`config.mk`:
```
export PLATFORM = sky130hd
export DESIGN_NAME = track_looper_ctrl
export DESIGN_NICKNAME = d
export VERILOG_FILES = /design/src/rtl/looper_pkg.sv /design/src/rtl/looper_fsm.sv /design/src/rtl/looper_word_ctr.sv /design/src/rtl/looper_hex_seg.sv /design/src/rtl/track_looper_ctrl.sv
export SDC_FILE = /design/constraint.sdc
export NUM_CORES = 1
export LEC_CHECK = 0
export ABC_AREA = 1
export BUFFER_PORTS_ARGS = -buffer_cell sky130_fd_sc_hd__buf_2
export CAP_MARGIN = 10
export CORE_MARGIN = 2
export CORE_UTILIZATION = 44
export CTS_CLUSTER_SIZE = 25
export DETAILED_ROUTE_END_ITERATION = 8
export GPL_TIMING_DRIVEN = 0
export HOLD_SLACK_MARGIN = 0.12
export PLACE_DENSITY = 0.79
export SETUP_SLACK_MARGIN = 0.4
export SLEW_MARGIN = 20
export SYNTH_ARGS = -nofsm -noshare
export SYNTH_HDL_FRONTEND = slang
export SYNTH_SLANG_ARGS = --single-unit
```
`constraint.sdc`:
```
create_clock -name clk -period 1.5 [get_ports clk]
set_clock_uncertainty 0.1 [all_clocks]
set_input_delay 0.15 -clock clk [delete_from_list [all_inputs] [get_ports clk]]
set_output_delay 0.15 -clock clk [all_outputs]
set_load 0.05 [all_outputs]
```
`src/rtl/looper_pkg.sv`:
```
// Shared types for the track looper. Assumes a four-bit track number.
package looper_pkg;

    typedef enum logic [2:0] {
        ST_IDLE,
        ST_REC_WAIT,
        ST_PLAY_WAIT,
        ST_REC,
        ST_PLAY
    } loop_state_e;

endpackage

```
`src/rtl/looper_fsm.sv`:
```
// Pass sequencer: accepts replay ahead of record, waits for buffer
// alignment, then stays in the pass until the word counter reports the
// final request. Assumes edge_cnt is synchronous to clk.
module looper_fsm
    import looper_pkg::*;
#(
    parameter int TRACK_W = 4,
    parameter int EDGE_W  = 4
) (
    input  logic               clk,
    input  logic               rst_n,
    input  logic [TRACK_W-1:0] track_sel,
    input  logic               rec_sw,
    input  logic               play_sw,
    input  logic [EDGE_W-1:0]  edge_cnt,
    input  logic               pass_done,
    output loop_state_e        state,
    output logic [TRACK_W-1:0] track_q
);

    localparam logic [EDGE_W-1:0] ALIGN_VAL = EDGE_W'(1);

    loop_state_e state_nx;

    // Next-state selection.
    always_comb begin
        state_nx = state;
        case (state)
            ST_IDLE: begin
                if (play_sw)     state_nx = ST_PLAY_WAIT;
                else if (rec_sw) state_nx = ST_REC_WAIT;
            end
            ST_REC_WAIT:  if (edge_cnt == ALIGN_VAL) state_nx = ST_REC;
            ST_PLAY_WAIT: if (edge_cnt == ALIGN_VAL) state_nx = ST_PLAY;
            ST_REC, ST_PLAY: if (pass_done) state_nx = ST_IDLE;
            default: state_nx = ST_IDLE;
        endcase
    end

    // State register and track capture while idle.
    always_ff @(posedge clk) begin
        if (!rst_n) begin
            state   <= ST_IDLE;
            track_q <= '0;
        end else begin
            state <= state_nx;
            if (state == ST_IDLE) track_q <= track_sel;
        end
    end

    assert_priority_R2: assert property (@(posedge clk) disable iff (!rst_n)
        (state == ST_IDLE && play_sw) |=> (state == ST_PLAY_WAIT));

    assert_wait_hold_R3: assert property (@(posedge clk) disable iff (!rst_n)
        (state == ST_REC_WAIT && edge_cnt != ALIGN_VAL) |=> (state == ST_REC_WAIT));

    assert_end_idle_R6: assert property (@(posedge clk) disable iff (!rst_n)
        ((state == ST_REC || state == ST_PLAY) && pass_done) |=> (state == ST_IDLE));

    assert_track_held_R7: assert property (@(posedge clk) disable iff (!rst_n)
        (state != ST_IDLE) |=> $stable(track_q));

endmodule

```
`src/rtl/looper_word_ctr.sv`:
```
// Word index of the current pass. Cleared while waiting for alignment,
// advanced once per issued request, flags the final word of a pass.
module looper_word_ctr #(
    parameter int PASS_WORDS = 446000,
    parameter int CNT_W      = 19
) (
    input  logic             clk,
    input  logic             rst_n,
    input  logic             clear,
    input  logic             step,
    output logic [CNT_W-1:0] count,
    output logic             last
);

    localparam logic [CNT_W-1:0] LAST_VAL = CNT_W'(PASS_WORDS - 1);

    // Final-word detection.
    always_comb last = (count == LAST_VAL);

    // Index register.
    always_ff @(posedge clk) begin
        if (!rst_n)     count <= '0;
        else if (clear) count <= '0;
        else if (step)  count <= last ? '0 : count + 1'b1;
    end

    assert_cnt_range_R6: assert property (@(posedge clk) disable iff (!rst_n)
        count <= LAST_VAL);

    assert_cnt_step_R5: assert property (@(posedge clk) disable iff (!rst_n)
        (step && !clear && !last) |=> (count == $past(count) + 1'b1));

endmodule

```
`src/rtl/looper_hex_seg.sv`:
```
// Hex digit to seven-segment code, bit order {g,f,e,d,c,b,a}, active high.
module looper_hex_seg (
    input  logic [3:0] digit,
    output logic [6:0] seg
);

    // Digit lookup.
    always_comb begin
        case (digit)
            4'h0: seg = 7'h3F;  4'h1: seg = 7'h06;
            4'h2: seg = 7'h5B;  4'h3: seg = 7'h4F;
            4'h4: seg = 7'h66;  4'h5: seg = 7'h6D;
            4'h6: seg = 7'h7D;  4'h7: seg = 7'h07;
            4'h8: seg = 7'h7F;  4'h9: seg = 7'h6F;
            4'hA: seg = 7'h77;  4'hB: seg = 7'h7C;
            4'hC: seg = 7'h39;  4'hD: seg = 7'h5E;
            4'hE: seg = 7'h79;  default: seg = 7'h71;
        endcase
    end

endmodule

```
`src/rtl/track_looper_ctrl.sv`:
```
// Top of the track looper: detects the buffer period boundary, issues one
// memory request per period during a pass, forms {track, index} addresses
// and drives indicators and the track display. Assumes PASS_WORDS >= 2.
module track_looper_ctrl
    import looper_pkg::*;
#(
    parameter int PASS_WORDS = 446000,
    parameter int DATA_W     = 16,
    parameter int EDGE_W     = 4,
    parameter int CNT_W      = $clog2(PASS_WORDS),
    parameter int ADDR_W     = 4 + CNT_W
) (
    input  logic              clk,
    input  logic              rst_n,
    input  logic [3:0]        track_sel,
    input  logic              rec_sw,
    input  logic              play_sw,
    input  logic [EDGE_W-1:0] edge_cnt,
    input  logic [DATA_W-1:0] buf_word,
    output logic              mem_req,
    output logic              mem_we,
    output logic [ADDR_W-1:0] mem_addr,
    output logic [DATA_W-1:0] mem_wdata,
    output logic              rec_led,
    output logic              play_led,
    output logic [6:0]        seg_code
);

    loop_state_e       state;
    logic [3:0]        track_q;
    logic [EDGE_W-1:0] edge_prev;
    logic [CNT_W-1:0]  word_idx;
    logic              word_last;
    logic              slot_hit;
    logic              in_pass;
    logic              in_wait;
    logic              pass_done;

    // Previous edge count, for boundary detection.
    always_ff @(posedge clk) begin
        if (!rst_n) edge_prev <= '0;
        else        edge_prev <= edge_cnt;
    end

    // Request slot and pass decode.
    always_comb begin
        slot_hit  = (edge_cnt == '0) && (edge_prev != '0);
        in_pass   = (state == ST_REC) || (state == ST_PLAY);
        in_wait   = (state == ST_REC_WAIT) || (state == ST_PLAY_WAIT);
        mem_req   = in_pass && slot_hit;
        pass_done = mem_req && word_last;
    end

    // Memory request fields and indicators.
    always_comb begin
        mem_we    = (state == ST_REC);
        mem_addr  = {track_q, word_idx};
        mem_wdata = mem_we ? buf_word : '0;
        rec_led   = (state == ST_REC);
        play_led  = (state == ST_PLAY);
    end

    looper_fsm #(.TRACK_W(4), .EDGE_W(EDGE_W)) u_fsm (
        .clk       (clk),
        .rst_n     (rst_n),
        .track_sel (track_sel),
        .rec_sw    (rec_sw),
        .play_sw   (play_sw),
        .edge_cnt  (edge_cnt),
        .pass_done (pass_done),
        .state     (state),
        .track_q   (track_q)
    );

    looper_word_ctr #(.PASS_WORDS(PASS_WORDS), .CNT_W(CNT_W)) u_ctr (
        .clk   (clk),
        .rst_n (rst_n),
        .clear (in_wait),
        .step  (mem_req),
        .count (word_idx),
        .last  (word_last)
    );

    looper_hex_seg u_seg (
        .digit (track_sel),
        .seg   (seg_code)
    );

    assert_req_slot_R4: assert property (@(posedge clk) disable iff (!rst_n)
        mem_req |-> (edge_cnt == '0 && edge_prev != '0));

    assert_no_req_wait_R3: assert property (@(posedge clk) disable iff (!rst_n)
        in_wait |-> !mem_req);

    assert_one_led_R1: assert property (@(posedge clk) disable iff (!rst_n)
        $countones({rec_led, play_led}) <= 1);

    assert_single_pulse_R4: assert property (@(posedge clk) disable iff (!rst_n)
        mem_req |=> !mem_req);

endmodule

```
==> impl_metrics.ini <==
[outcome]
status = finished, violations left
violations = negative setup slack

[timing]
period_needed_ps = 1860
hold_viol_final = 0
worst_slew_pin_slew_ps = 439
slew_violations = 0
fmax_mhz = 537
setup_violations = 41
slew-limit-headroom_pct = 70.7
grt_setup_unrepaired = true
fin_ws_ps = -363
fin_crit_sh_pct = 124

[route]
drt-total-wl_mm = 10.6
dr.first_iter.drc_count = 509
wire_per_inst_um = 21.0
dr.pass1.iters = 6
num_vias = 2996
drc = 0
final_antenna_net_count = 0
vias_per_cell = 5.94

[setup_path]
cp_slowest_stage_delay_ps = 380
crit_arrival_ps = 1990
path_cells = inv_4, nand2_4, nor2_4, nor2_4, nor2_4, buf_6, buf_4, nand4_1, nand2_1, nand2_1, nor2_1
reg2reg_to = u_ctr.count[17]
r2r_slack_ps = -360
cp_top_family = simple AND/OR/NAND/NOR gates
cp_slowest_cell = dfxtp_4
start_kind = flip-flop
cpMostUsedCell = nor2_4
required_ps = 1620
r2r-start = u_fsm.state[0]
rr_worst_depth = 11
cp-end-kind = flip-flop
crit_fanout = 7
critical_path_buf_inv_count = 3
crit_type = flip-flop to flip-flop

[clock_tree]
clkSinkCount = 30
cts.reportedPaths.clkPinSlew_ps = 80
clk_latency_ps = 300
cts_tree = yes
htreeDepth = 2
cts_root_buffer = clkbuf_8
numCtsBuffers = 5
ctsLongestPathBuffers = 2

[pwr]
seqPwrFrac_pct = 25.3
p_int_mw = 2.04
p_sw_mw = 1.80
leakage_nw = 1.79
swShare_pct = 46.8
pwr-share-comb_pct = 55.0
p_per_area_nw_per_um2 = 970
ir_drop_uv = 1240
p_clk_share_pct = 19.7
power_mw = 3.84

[logic_synthesis]
avgSynthCellArea_sq_um = 6.22
netlist_area_sq_um = 2000
syn-num-nets = 358
yosysWarningCount = 0
syn_inst = 322
synth_cell_types = 28
synth_seq_cells = 30
ys_seq_area_share_pct = 30.0

[die]
die_w_um = 71.5
die_area_sq_um = 5110
die_h_um = 71.5
start_util_pct = 45.7
io_pins = 78
num_rows = 24
core_sq_um = 4380

[global_routing]
gr-total-overflow = 0
antenna_found_initial = 0
grt.total_usage_pct = 28.5
grt_max_degree = 11
grt_pass1_wl_mm = 11.4
first_global_vias = 2527

[placement]
portBuffers = 77
place_area_sq_um = 2710
place_hpwl_mm = 4.00
gp_congestion = 0.910

[layout]
final_layout_size_suffix_gt1_share_pct = 56.6
final_cell_mix = 51 x nand2_1, 45 x buf_6, 40 x inv_1
final_common_cell = nand2_1
synthToLayoutAreaGrowth_pct = 97.5
nets = 487
design_area_sq_um = 3960
antenna_cells = 0

[min_path]
hold_depth = 4
worstHoldPathType = input port to flip-flop
hold_path_end = edge_prev[3]
holdCritStartpoint = rst_n

[flow_run]
maxCapViolations = 0
[worst max-delay path by stage]
stage / start / to / slack, ps / cells past startpoint
after floorplan: u_fsm.state[0] / u_fsm.state[0] / -230 / 11
after global placement: u_fsm.state[2] / u_ctr.count[8] / -220 / 9
after detailed placement: u_fsm.state[2] / u_ctr.count[8] / -210 / 9
after CTS: u_fsm.state[2] / mem_req / -110 / 7
after global routing: u_ctr.count[7] / u_ctr.count[14] / -360 / 8
final: u_fsm.state[0] / u_ctr.count[17] / -360 / 11
[routing by layer]
layer	track usage (%)	wire [um]	part of all wire (%)	vias to the layer above
met5	0	0	0	-
met4	12.8	714	6.7	0
met3	7.03	859	8.1	90
met2	54.1	5350	50	240
met1	29.2	3680	35	1404
li1	-	-	-	1262
[synthesized netlist by cell type, drive strengths merged]
| library cell | n | area (sq um) |
|---|---|---|
| nand3 | 22 | 128 |
| clkbuf | 1 | 13.8 |
| o211a | 1 | 10.0 |
| dfxtp | 30 | 601 |
| o21ai | 17 | 88.8 |
| xor2 | 1 | 8.76 |
| a21oi | 19 | 98.9 |
| nand4 | 6 | 37.5 |
| a31oi | 2 | 12.5 |
| or2 | 2 | 17.5 |
| nor2 | 68 | 280 |
| inv | 55 | 206 |
| buf | 5 | 41.3 |
| nor3 | 8 | 45.0 |
| ha | 8 | 100 |
| nand2 | 77 | 314 |
[stage by stage]
| stage | std cells | setup slack, ps | utilization, % | hold WS (ps) | TNS [ps] |
|---|---|---|---|---|---|
| 2_1_floorplan | 322 | -233 | - | 143 | -2480 |
| 5_1_grt | 504 | -358 | 90.2 | 181 | -7910 |
| 3_5_place_dp | 451 | -212 | 61.9 | 258 | -2390 |
| 4_1_cts | 487 | -105 | 81.2 | 130 | -1850 |
| 3_3_place_gp | 451 | -218 | 61.9 | 256 | -2170 |
| 6_report | 504 | -363 | 90.2 | 169 | -6010 |
[sequential cells by signal, indices dropped and copies added, names as in the netlist]
signal	cells
edge_prev	4
u_fsm.track_q	4
u_ctr.count	19
u_fsm.state	3
[layout make-up]
cell class,count,area [sq um]
Multi-Input combinational cell,231,1600
Timing Repair Buffer,122,1190
Sequential cell,30,671
Fill cell,175,428
Inverter,55,253
Clock buffer,6,82.6
Buffer,6,82.6
Tap cell,52,65.1
Clock inverter,2,11.3
[cell families (layout without fill, tap and decap cells)]
logic type	after synthesis	after routing	synth area share [%]
AND/OR/NAND/NOR	183	183	41.0
buffers and inverters	61	191	13.1
AO/OA/AOI/OAI	39	39	10.5
flip-flops	30	30	30.0
adder cells (fa/ha/maj)	8	8	5.00
XOR/XNOR	1	1	0.437
[repair_timing]
action	CTS	global route
pin swaps	25	22
setup buffers	19	17
hold buffers	8	0
gates resized for setup	159	74
setup endpoints to repair	76	70
cloned	1	0
endpoints found under the hold margin	8	0
[power by group through the flow]
stage	logic, mW	registers [mW]	clock network [mW]
final	2.11	0.971	0.755
after global placement	1.26	0.934	0
after floorplan	0.846	1.10	0
after CTS	1.66	0.934	0.715
after global routing	2.18	0.977	0.767
after detailed placement	1.28	0.935	0
[worst min-delay path, cell delays in order]
cell and delay [ps]:
buf_2 120, clkbuf_8 170, nand2_1 60, inv_1 40
(Power assumes the default switching activity.)
